--- config.mk ---
export PLATFORM = sky130hd
export DESIGN_NAME = sensor_acq_seq
export DESIGN_NICKNAME = d
export VERILOG_FILES = /design/src/rtl/sensor_acq_pkg.sv /design/src/rtl/sensor_sel_decode.sv /design/src/rtl/acq_timer.sv /design/src/rtl/acq_fsm.sv /design/src/rtl/sensor_acq_seq.sv
export SDC_FILE = /design/constraint.sdc
export NUM_CORES = 1
export LEC_CHECK = 0
export BUFFER_PORTS_ARGS = -buffer_cell sky130_fd_sc_hd__buf_4
export CAP_MARGIN = 20
export CORE_ASPECT_RATIO = 0.5
export CORE_MARGIN = 4
export CORE_UTILIZATION = 26
export CTS_CLUSTER_DIAMETER = 80
export DETAILED_ROUTE_END_ITERATION = 12
export REMOVE_ABC_BUFFERS = 1
export SLEW_MARGIN = 20
export SYNTH_ARGS = -nofsm -noshare
export SYNTH_HDL_FRONTEND = slang
export SYNTH_SLANG_ARGS = --single-unit
--- constraint.sdc ---
create_clock -name clk_i -period 2.7 [get_ports clk_i]
set_input_delay 0.405 -clock clk_i [delete_from_list [all_inputs] [get_ports clk_i]]
set_output_delay 0.405 -clock clk_i [all_outputs]
set_load 0.01 [all_outputs]
--- src/rtl/sensor_acq_pkg.sv ---
package sensor_acq_pkg;
  typedef enum logic [2:0] {
    ST_IDLE,
    ST_SETTLE,
    ST_SAMPLE,
    ST_CONVERT,
    ST_CLEAR
  } acq_state_e;
endpackage

--- src/rtl/sensor_sel_decode.sv ---
module sensor_sel_decode #(
  parameter int N_EXT  = 4,
  parameter int ADDR_W = 3
) (
  input  logic [ADDR_W-1:0] addr_i,
  output logic [N_EXT-1:0]  ext_o,
  output logic              temp_o,
  output logic              bad_o
);
  for (genvar g = 0; g < N_EXT; g++) begin : g_ext
    assign ext_o[g] = (addr_i == ADDR_W'(g));
  end
  assign temp_o = (addr_i == ADDR_W'(N_EXT));
  assign bad_o  = (addr_i >  ADDR_W'(N_EXT));
endmodule

--- src/rtl/acq_timer.sv ---
module acq_timer #(
  parameter int CNT_W = 5
) (
  input  logic             clk_i,
  input  logic             rst_ni,
  input  logic             load_i,
  input  logic [CNT_W-1:0] load_val_i,
  output logic             zero_o
);
  logic [CNT_W-1:0] cnt_q;

  always_ff @(posedge clk_i or negedge rst_ni) begin
    if (!rst_ni)           cnt_q <= '0;
    else if (load_i)       cnt_q <= load_val_i;
    else if (cnt_q != '0)  cnt_q <= cnt_q - 1'b1;
  end

  assign zero_o = (cnt_q == '0);
endmodule

--- src/rtl/acq_fsm.sv ---
module acq_fsm
  import sensor_acq_pkg::*;
#(
  parameter int SETTLE_CYC = 16,
  parameter int CLEAR_CYC  = 24,
  parameter int CNT_W      = 5
) (
  input  logic             clk_i,
  input  logic             rst_ni,
  input  logic             cmd_valid_i,
  input  logic             cmd_clear_i,
  input  logic             bad_addr_i,
  input  logic             temp_addr_i,
  input  logic             timer_zero_i,
  input  logic             sample_done_i,
  input  logic             conv_done_i,
  output logic             accept_o,
  output logic             reject_o,
  output logic             timer_load_o,
  output logic [CNT_W-1:0] timer_val_o,
  output logic             start_o,
  output logic             capture_o,
  output acq_state_e       state_o
);
  acq_state_e state_q;
  logic       start_q;
  logic       cmd_err;

  // clear has no line on the temperature sensor
  assign cmd_err      = bad_addr_i | (cmd_clear_i & temp_addr_i);
  assign accept_o     = (state_q == ST_IDLE) & cmd_valid_i & ~cmd_err;
  assign reject_o     = (state_q == ST_IDLE) & cmd_valid_i &  cmd_err;
  assign timer_load_o = accept_o;
  assign timer_val_o  = cmd_clear_i ? CNT_W'(CLEAR_CYC - 1) : CNT_W'(SETTLE_CYC - 1);
  assign capture_o    = (state_q == ST_CONVERT) & conv_done_i;
  assign start_o      = start_q;
  assign state_o      = state_q;

  always_ff @(posedge clk_i or negedge rst_ni) begin
    if (!rst_ni) begin
      state_q <= ST_IDLE;
      start_q <= 1'b0;
    end else begin
      start_q <= 1'b0;
      unique case (state_q)
        ST_IDLE: begin
          if (accept_o) state_q <= cmd_clear_i ? ST_CLEAR : ST_SETTLE;
        end
        ST_SETTLE: begin
          if (timer_zero_i) begin
            state_q <= ST_SAMPLE;
            start_q <= 1'b1;
          end
        end
        ST_SAMPLE: begin
          if (sample_done_i) state_q <= ST_CONVERT;
        end
        ST_CONVERT: begin
          if (conv_done_i) state_q <= ST_IDLE;
        end
        ST_CLEAR: begin
          if (timer_zero_i) state_q <= ST_IDLE;
        end
        default: state_q <= ST_IDLE;
      endcase
    end
  end
endmodule

--- src/rtl/sensor_acq_seq.sv ---
module sensor_acq_seq
  import sensor_acq_pkg::*;
#(
  parameter int N_EXT      = 4,
  parameter int ADDR_W     = 3,
  parameter int GAIN_W     = 4,
  parameter int OFS_W      = 8,
  parameter int DATA_W     = 8,
  parameter int SETTLE_CYC = 16,
  parameter int CLEAR_CYC  = 24
) (
  input  logic              clk_i,
  input  logic              rst_ni,
  input  logic              cmd_valid_i,
  input  logic              cmd_clear_i,
  input  logic [ADDR_W-1:0] cmd_addr_i,
  input  logic [GAIN_W-1:0] cmd_gain_i,
  input  logic [OFS_W-1:0]  cmd_offset_i,
  output logic              busy_o,
  output logic [N_EXT-1:0]  gnd_sw_o,
  output logic [N_EXT-1:0]  out_gate_o,
  output logic              temp_en_o,
  output logic              read_bias_o,
  output logic              clear_bias_o,
  output logic [GAIN_W-1:0] gain_o,
  output logic [OFS_W-1:0]  offset_o,
  output logic              adc_start_o,
  input  logic              adc_sample_done_i,
  input  logic              adc_done_i,
  input  logic [DATA_W-1:0] adc_data_i,
  output logic              result_valid_o,
  output logic              error_o,
  output logic [DATA_W-1:0] result_o
);
  localparam int MAX_CYC = (SETTLE_CYC > CLEAR_CYC) ? SETTLE_CYC : CLEAR_CYC;
  localparam int CNT_W   = $clog2(MAX_CYC + 1);

  logic [N_EXT-1:0]  dec_ext;
  logic              dec_temp, dec_bad;
  logic              accept, reject, capture;
  logic              tmr_load, tmr_zero;
  logic [CNT_W-1:0]  tmr_val;
  acq_state_e        state_q;

  logic [N_EXT:0]    sel_q;
  logic [GAIN_W-1:0] gain_q;
  logic [OFS_W-1:0]  ofs_q;
  logic              valid_q, err_q;
  logic [DATA_W-1:0] res_q;
  logic              sense_ph, pwr_ph;

  sensor_sel_decode #(.N_EXT(N_EXT), .ADDR_W(ADDR_W)) u_dec (
    .addr_i (cmd_addr_i),
    .ext_o  (dec_ext),
    .temp_o (dec_temp),
    .bad_o  (dec_bad)
  );

  acq_timer #(.CNT_W(CNT_W)) u_tmr (
    .clk_i      (clk_i),
    .rst_ni     (rst_ni),
    .load_i     (tmr_load),
    .load_val_i (tmr_val),
    .zero_o     (tmr_zero)
  );

  acq_fsm #(.SETTLE_CYC(SETTLE_CYC), .CLEAR_CYC(CLEAR_CYC), .CNT_W(CNT_W)) u_fsm (
    .clk_i         (clk_i),
    .rst_ni        (rst_ni),
    .cmd_valid_i   (cmd_valid_i),
    .cmd_clear_i   (cmd_clear_i),
    .bad_addr_i    (dec_bad),
    .temp_addr_i   (dec_temp),
    .timer_zero_i  (tmr_zero),
    .sample_done_i (adc_sample_done_i),
    .conv_done_i   (adc_done_i),
    .accept_o      (accept),
    .reject_o      (reject),
    .timer_load_o  (tmr_load),
    .timer_val_o   (tmr_val),
    .start_o       (adc_start_o),
    .capture_o     (capture),
    .state_o       (state_q)
  );

  always_ff @(posedge clk_i or negedge rst_ni) begin
    if (!rst_ni) begin
      sel_q  <= '0;
      gain_q <= '0;
      ofs_q  <= '0;
    end else if (accept) begin
      sel_q  <= {dec_temp, dec_ext};
      gain_q <= cmd_gain_i;
      ofs_q  <= cmd_offset_i;
    end
  end

  always_ff @(posedge clk_i or negedge rst_ni) begin
    if (!rst_ni) begin
      valid_q <= 1'b0;
      err_q   <= 1'b0;
      res_q   <= '0;
    end else begin
      valid_q <= reject | capture;
      err_q   <= reject;
      if (capture) res_q <= adc_data_i;
    end
  end

  // power held only until sample-and-hold ends
  assign sense_ph = (state_q == ST_SETTLE) | (state_q == ST_SAMPLE);
  assign pwr_ph   = sense_ph | (state_q == ST_CLEAR);

  assign gnd_sw_o       = pwr_ph ? sel_q[N_EXT-1:0] : '0;
  assign out_gate_o     = pwr_ph ? sel_q[N_EXT-1:0] : '0;
  assign temp_en_o      = sense_ph & sel_q[N_EXT];
  assign read_bias_o    = sense_ph & (|sel_q[N_EXT-1:0]);
  assign clear_bias_o   = (state_q == ST_CLEAR);
  assign busy_o         = (state_q != ST_IDLE);
  assign gain_o         = gain_q;
  assign offset_o       = ofs_q;
  assign result_valid_o = valid_q;
  assign error_o        = err_q;
  assign result_o       = res_q;
endmodule

==> impl_metrics.yaml, run 1 <==
cts:
  clkTransAtPathRegs_ns: 0.05
  cts-htree-levels: 2
  cts_sinks: 36
  cts_tree: "done"
  clock_path_buffers: 2
  clk_latency_ns: 0.27
  ctsHoldBuffers: 0
  cts_inserted_buffers: 5
  post_cts_resized: 0
  cts-root-buf: "clkbuf_16"
  post_cts_buffers: 0
logic_synthesis:
  synth_cells: 135
  yosys_warnings: 0
  synth_seq_area_share_pct: 54.4
  synth.avg_cell_area_sq_um: 12.3
  syn_area_sq_um: 1660
  synth_cell_type_count: 41
  ys_seq_elements: 36
setup_path:
  crit_chain: "xor2_1 > o21a_1 > and2_1 > buf_4"
  setup.worst_path.class: "reg2out"
  reg2reg_depth: 3
  max_stage_delay_ns: 0.57
  cp-startpoint: "u_fsm.state_o[1]"
  r2r_slack_ns: 0.67
  cp-start-kind: "register"
  cpMaxStageDelayCell: "dfrtp_1"
  r2r-start: "u_fsm.state_o[1]"
  worstSetupEndpointType: "output pin"
  path_max_fanout: 16
  worst-endpoint-arrival_ns: 1.63
  critical_path.endpoint: "gnd_sw_o[3]"
  r2r_end: "offset_o[7]"
  cp.required_ns: 2.30
die:
  coreArea_sq_um: 6130
  dieArea_sq_um: 7780
  start_util_pct: 27.0
  die_w_um: 121
  die_y_um: 64.4
  row_count: 20
  pin_count: 64
timing:
  final-hold-violation-count: 0
  fin_ws_ns: 0.669
  post-route-period-util_pct: 75.2
  rsz0062_at_grt: "false"
  fin_crit_ns: 2.03
  setup_violations: 0
  max_freq_mhz: 492
  skew_ns: 0.00130
  totalNegativeSetupSlack_ns: 0
  relSlewSlack_pct: 48.4
  tightest_slew_ns: 0.772
  slew_violations: 0
grt:
  antenna_found_initial: 0
  grt_pass1_vias: 1226
  overflow: 0
  grt_usage_pct: 9.25
  grt_max_degree: 37
  grt_pass1_wl_um: 5780
hold_path:
  worstHoldPathType: "in2async"
power:
  p_sw_mw: 0.831
  p_seq_share_pct: 37.6
  pwr-share-clk_pct: 22.1
  comb_power_share_pct: 40.3
  power_density_nw_per_um2: 1110
  p_sw_share_pct: 32.4
  vdd_drop_max_v: 0.000299
  p_leak_nw: 1.11
  p_int_mw: 1.74
finish:
  num_antenna_cells: 0
  fill_cells: 605
  layout-drive-gt1-share_pct: 47.4
  final_cell_mix: "buf_4, dfrtp_1, mux2_2"
  layout_commonest_cell: "buf_4"
  nets: 223
  areaGrowthSynthToFinish_pct: 39.7
detailed_routing:
  drt_iter0_markers: 29
  drc: 0
  drt_pass1_iterations: 3
  routed_wl_um: 3650
  drtAntennaViolNets: 0
  via_count: 1234
  viasPerCell: 4.38
  wl_per_cell_um: 13.0
placed_design:
  gp_congestion: 0.743
  place_hpwl_um: 2690
  dpl_worst_slack_ns: 0.631
  io_buffers: 63
run_status:
  status: "finished clean"
flow_run:
  cap_viol_max_count: 0
kinds of logic after synthesis:
logic type | Yosys count | synth area share [%]
XOR/XNOR | 3 | 1.59
adder cells (fa/ha/maj) | 1 | 0.756
AO/OA/AOI/OAI | 20 | 8.92
flip-flops | 36 | 54.4
buffers and inverters | 14 | 4.84
AND/OR/NAND/NOR | 41 | 15.9
multiplexers | 20 | 13.6
sequential cells by signal, indices dropped and copies added (netlist names):
name and flops:
error_o 1, gain_o 4, result_o 8, offset_o 8, u_fsm.state_o 3, result_valid_o 1
u_fsm.start_o 1, sel_q 5, u_tmr.cnt_q 5
routing by layer:
metal	share of wire, %	up-vias	track usage (%)
met5	0	-	0
met2	53	16	16.0
li1	-	587	-
met1	42	626	10.9
met3	3.8	5	2.62
met4	1.2	0	3.81
critical path, delay by kind of cell (launching register included):
kind	cells	cell delay, ns
flops	1	0.57
xor+xnor	1	0.24
compound gates	1	0.22
simple gates	1	0.18
buf+inv	1	0.15
cells in the mapped netlist:
cell type / count / area (sq um)
nor3_1: 4 / 20.0
o21a_1: 1 / 7.51
and2_1: 4 / 25.0
nor3b_1: 4 / 30.0
o211ai_1: 2 / 15.0
dfrtp_1: 36 / 901
a21o_1: 3 / 22.5
clkbuf_1: 3 / 11.3
or4b_1: 2 / 20.0
and2b_1: 1 / 7.51
nand4b_1: 1 / 8.76
mux2_2: 20 / 225
nand2b_1: 3 / 18.8
buf_4: 4 / 30.0
a21bo_2: 1 / 10.0
buf_6: 1 / 11.3
nand2_1: 5 / 18.8
a211oi_1: 1 / 7.51
nor4b_1: 2 / 17.5
nor2b_1: 2 / 12.5
or3_1: 1 / 6.26
o21ai_0: 3 / 15.0
xnor2_1: 2 / 17.5
nor2_1: 6 / 22.5
a32oi_1: 1 / 8.76
a32o_1: 1 / 10.0
ha_1: 1 / 12.5
o31ai_1: 1 / 7.51
o41ai_1: 1 / 8.76
inv_1: 2 / 7.51
nor4b_4: 1 / 23.8
xor2_1: 1 / 8.76
a21oi_1: 2 / 10.0
and2_0: 1 / 6.26
a21boi_0: 1 / 7.51
nand3_1: 1 / 5.00
nor4_1: 2 / 12.5
a22oi_1: 1 / 7.51
nand3b_1: 1 / 7.51
buf_2: 4 / 20.0
o21ba_2: 1 / 10.0
worst min-delay path by stage:
| stage | to | cells past startpoint |
|---|---|---|
| 6_report | offset_o[3] | 1 |
| 5_1_grt | gain_o[2] | 1 |
| 4_1_cts | gain_o[2] | 1 |
| 3_5_place_dp | gain_o[2] | 1 |
| 3_3_place_gp | offset_o[6] | 1 |
| 2_1_floorplan | error_o | 0 |
stage by stage:
| stage | area, sq um | total power, mW | instances | util (%) | hold slack, ns |
|---|---|---|---|---|---|
| global placement | 2170 | 2.00 | 274 | 35.3 | 0.385 |
| global route | 2310 | 2.74 | 282 | 37.7 | 0.126 |
| floorplan | 1580 | 1.50 | 123 | - | 0.109 |
| detailed placement | 2170 | 2.03 | 274 | 35.3 | 0.390 |
| finish | 2310 | 2.57 | 282 | 37.7 | 0.0837 |
| CTS | 2310 | 2.60 | 282 | 37.7 | 0.0977 |
power by group through the flow:
stage               combinational [mW]  sequential, mW  clock (mW)
floorplan                        0.509           0.995           0
global placement                  1.04           0.960           0
detailed placement                1.05           0.971           0
CTS                               1.06           0.964       0.581
global route                      1.14           0.995       0.606
finish                            1.03           0.964       0.567
final cells by class:
type	count	area, sq um	area share [%]
repair buffers	63	473	20.5
flip-flops and latches	36	901	39.0
multi-input cells	85	674	29.2
clock buffers	8	146	6.33
well taps	88	110	4.76
inverters	2	7.51	0.325
Power figures use the tool's default switching activity.
==> inputs of run 2 (changes only) <==
- clock period: 2.7 -> 1.7 ns (I/O delays scaled with it)
==> run 2 against run 1 <==
  * The flow now finishes with violations (negative setup slack)
  * Register-to-register slack got worse by 0.57 ns
  * Critical path depth is 1 higher
  * Cell count increased by 5.7%
  * Critical endpoint unchanged
  * Worst setup slack got worse by 0.68 ns
  * Clock power grew 58%
  * Clock skew up 0.0014 ns
  * Wire length rose by 3.1%
  * Sequential share of layout area shrank 3.0 points
  * Worst hold slack gained 0.12 ns
  * Critical path type unchanged
  * Clock-buffer cell count stayed put
  * Non-clock buffer count up 16
  * First-iteration DRC count grew to 2.8 times the previous value
==> impl_metrics.yaml, run 2 (synthesis results as in run 1) <==
run_status:
  status: "complete, but fails checks"
  violations: "negative setup slack"
die:
  row_count: 20
  die_y_um: 64.4
  die_w_um: 121
  pin_count: 64
  dieArea_sq_um: 7780
  start_util_pct: 27.0
  coreArea_sq_um: 6130
detailed_routing:
  drt_pass1_iterations: 3
  wl_per_cell_um: 12.6
  viasPerCell: 4.30
  drc: 0
  routed_wl_um: 3770
  drtAntennaViolNets: 0
  via_count: 1282
  drt_iter0_markers: 81
power:
  pwr-share-clk_pct: 20.4
  p_sw_share_pct: 31.6
  comb_power_share_pct: 46.7
  p_sw_mw: 1.39
  p_leak_nw: 1.21
  p_int_mw: 3.01
  p_seq_share_pct: 32.9
  power_density_nw_per_um2: 1750
  vdd_drop_max_v: 0.000488
  power_mw: 4.40
setup_path:
  critical-path-top-delay-family: "flip-flops"
  path_max_fanout: 4
  r2r_end: "offset_o[0]"
  crit_chain: "buf_6 > xor2_1 > o21a_1 > and2_4 > buf_4"
  cpMaxStageDelayCell: "dfrtp_1"
  worst-path-buf-inv: 2
  cp-start-kind: "register"
  worstSetupEndpointType: "output pin"
  max_stage_delay_ns: 0.39
  r2r_slack_ns: 0.10
  r2r-start: "u_fsm.state_o[1]"
  reg2reg_depth: 5
  cp.required_ns: 1.44
  crit_cells: 5
  setup.worst_path.class: "reg2out"
  worst-endpoint-arrival_ns: 1.45
timing:
  tightest_slew_ns: 0.459
  slew_violations: 0
  skew_ns: 0.00267
  max_freq_mhz: 586
  rsz0062_at_grt: "true"
  final-hold-violation-count: 0
  timing.hold.ws_ns: 0.204
  setup_violations: 2
  fin_crit_ns: 1.71
  post-route-period-util_pct: 100
  relSlewSlack_pct: 69.4
  fin_ws_ns: -0.00647
finish:
  layout-drive-gt1-share_pct: 55.2
  areaGrowthSynthToFinish_pct: 51.4
  nets: 239
  final_cell_mix: "buf_4, dfrtp_1, mux2_2"
  fin_util_pct: 40.9
  layout_commonest_cell: "buf_4"
  final_area_sq_um: 2510
  num_antenna_cells: 0
flow_run:
  cap_viol_max_count: 0
cts:
  clkTransAtPathRegs_ns: 0.05
  cts-root-buf: "clkbuf_16"
  cts_inserted_buffers: 5
  cts_sinks: 36
  clock_path_buffers: 2
  cts-htree-levels: 2
  clk_latency_ns: 0.27
  cts_tree: "done"
hold_path:
  min_from: "cmd_clear_i"
  min_to: "u_tmr.cnt_q[3]"
  worstHoldPathCells: 2
  worstHoldPathType: "in2reg"
grt:
  grt_max_degree: 37
  grt_pass1_wl_um: 6630
  grt_pass1_vias: 1393
  antenna_found_initial: 0
  grt_usage_pct: 10.4
  overflow: 0
placed_design:
  placed_area_sq_um: 2250
  gp_congestion: 0.739
  place_hpwl_um: 2830
  io_buffers: 63
  dpl_worst_slack_ns: 0.0483
run 2: final cells by class:
class	count	area (sq um)
clock buffers	8	146
fillers	599	3620
inverters	2	7.51
multi-input cells	85	703
flip-flops and latches	36	901
well taps	88	110
repair buffers	79	638
run 2: through the flow:
stage          TNS [ns]  instances
2_1_floorplan    -0.273        123
3_3_place_gp          0        284
3_5_place_dp          0        284
4_1_cts          -0.127        297
5_1_grt          -0.465        298
6_report        -0.0121        298
run 2: layer usage:
layer	routed length [um]	up-vias	global-route usage, %	share of wire, %
li1	-	624	-	-
met1	1680	640	13.6	45
met2	1960	16	17.2	52
met3	99	2	2.27	2.6
met4	29	0	3.39	0.77
met5	0	-	0	0
run 2: power by group through the flow:
stage	Combinational [mW]	Clock, mW	Sequential [mW]
after floorplan	0.809	0	1.58
after global placement	1.82	0	1.46
after detailed placement	1.85	0	1.47
after CTS	1.98	0.929	1.45
after global routing	2.25	0.969	1.51
final	2.06	0.895	1.45
run 2: worst max-delay path by stage:
stage                                  end  slack, ns              from
after floorplan                  gain_o[0]      -0.02  u_fsm.state_o[1]
after global routing           gnd_sw_o[3]      -0.07  u_fsm.state_o[1]
after CTS                      gnd_sw_o[3]      -0.02  u_fsm.state_o[1]
after global placement    u_fsm.state_o[0]        0.1    u_tmr.cnt_q[0]
after detailed placement    u_tmr.cnt_q[1]       0.05    u_tmr.cnt_q[0]
final                          gnd_sw_o[3]     -0.006  u_fsm.state_o[1]
run 2: timing repair:
item,CTS,global route
hold buffers,1,0
setup buffers,4,1
pin swaps,5,1
hold endpoints to repair,36,0
resized for setup,6,12
setup endpoints to repair,8,19
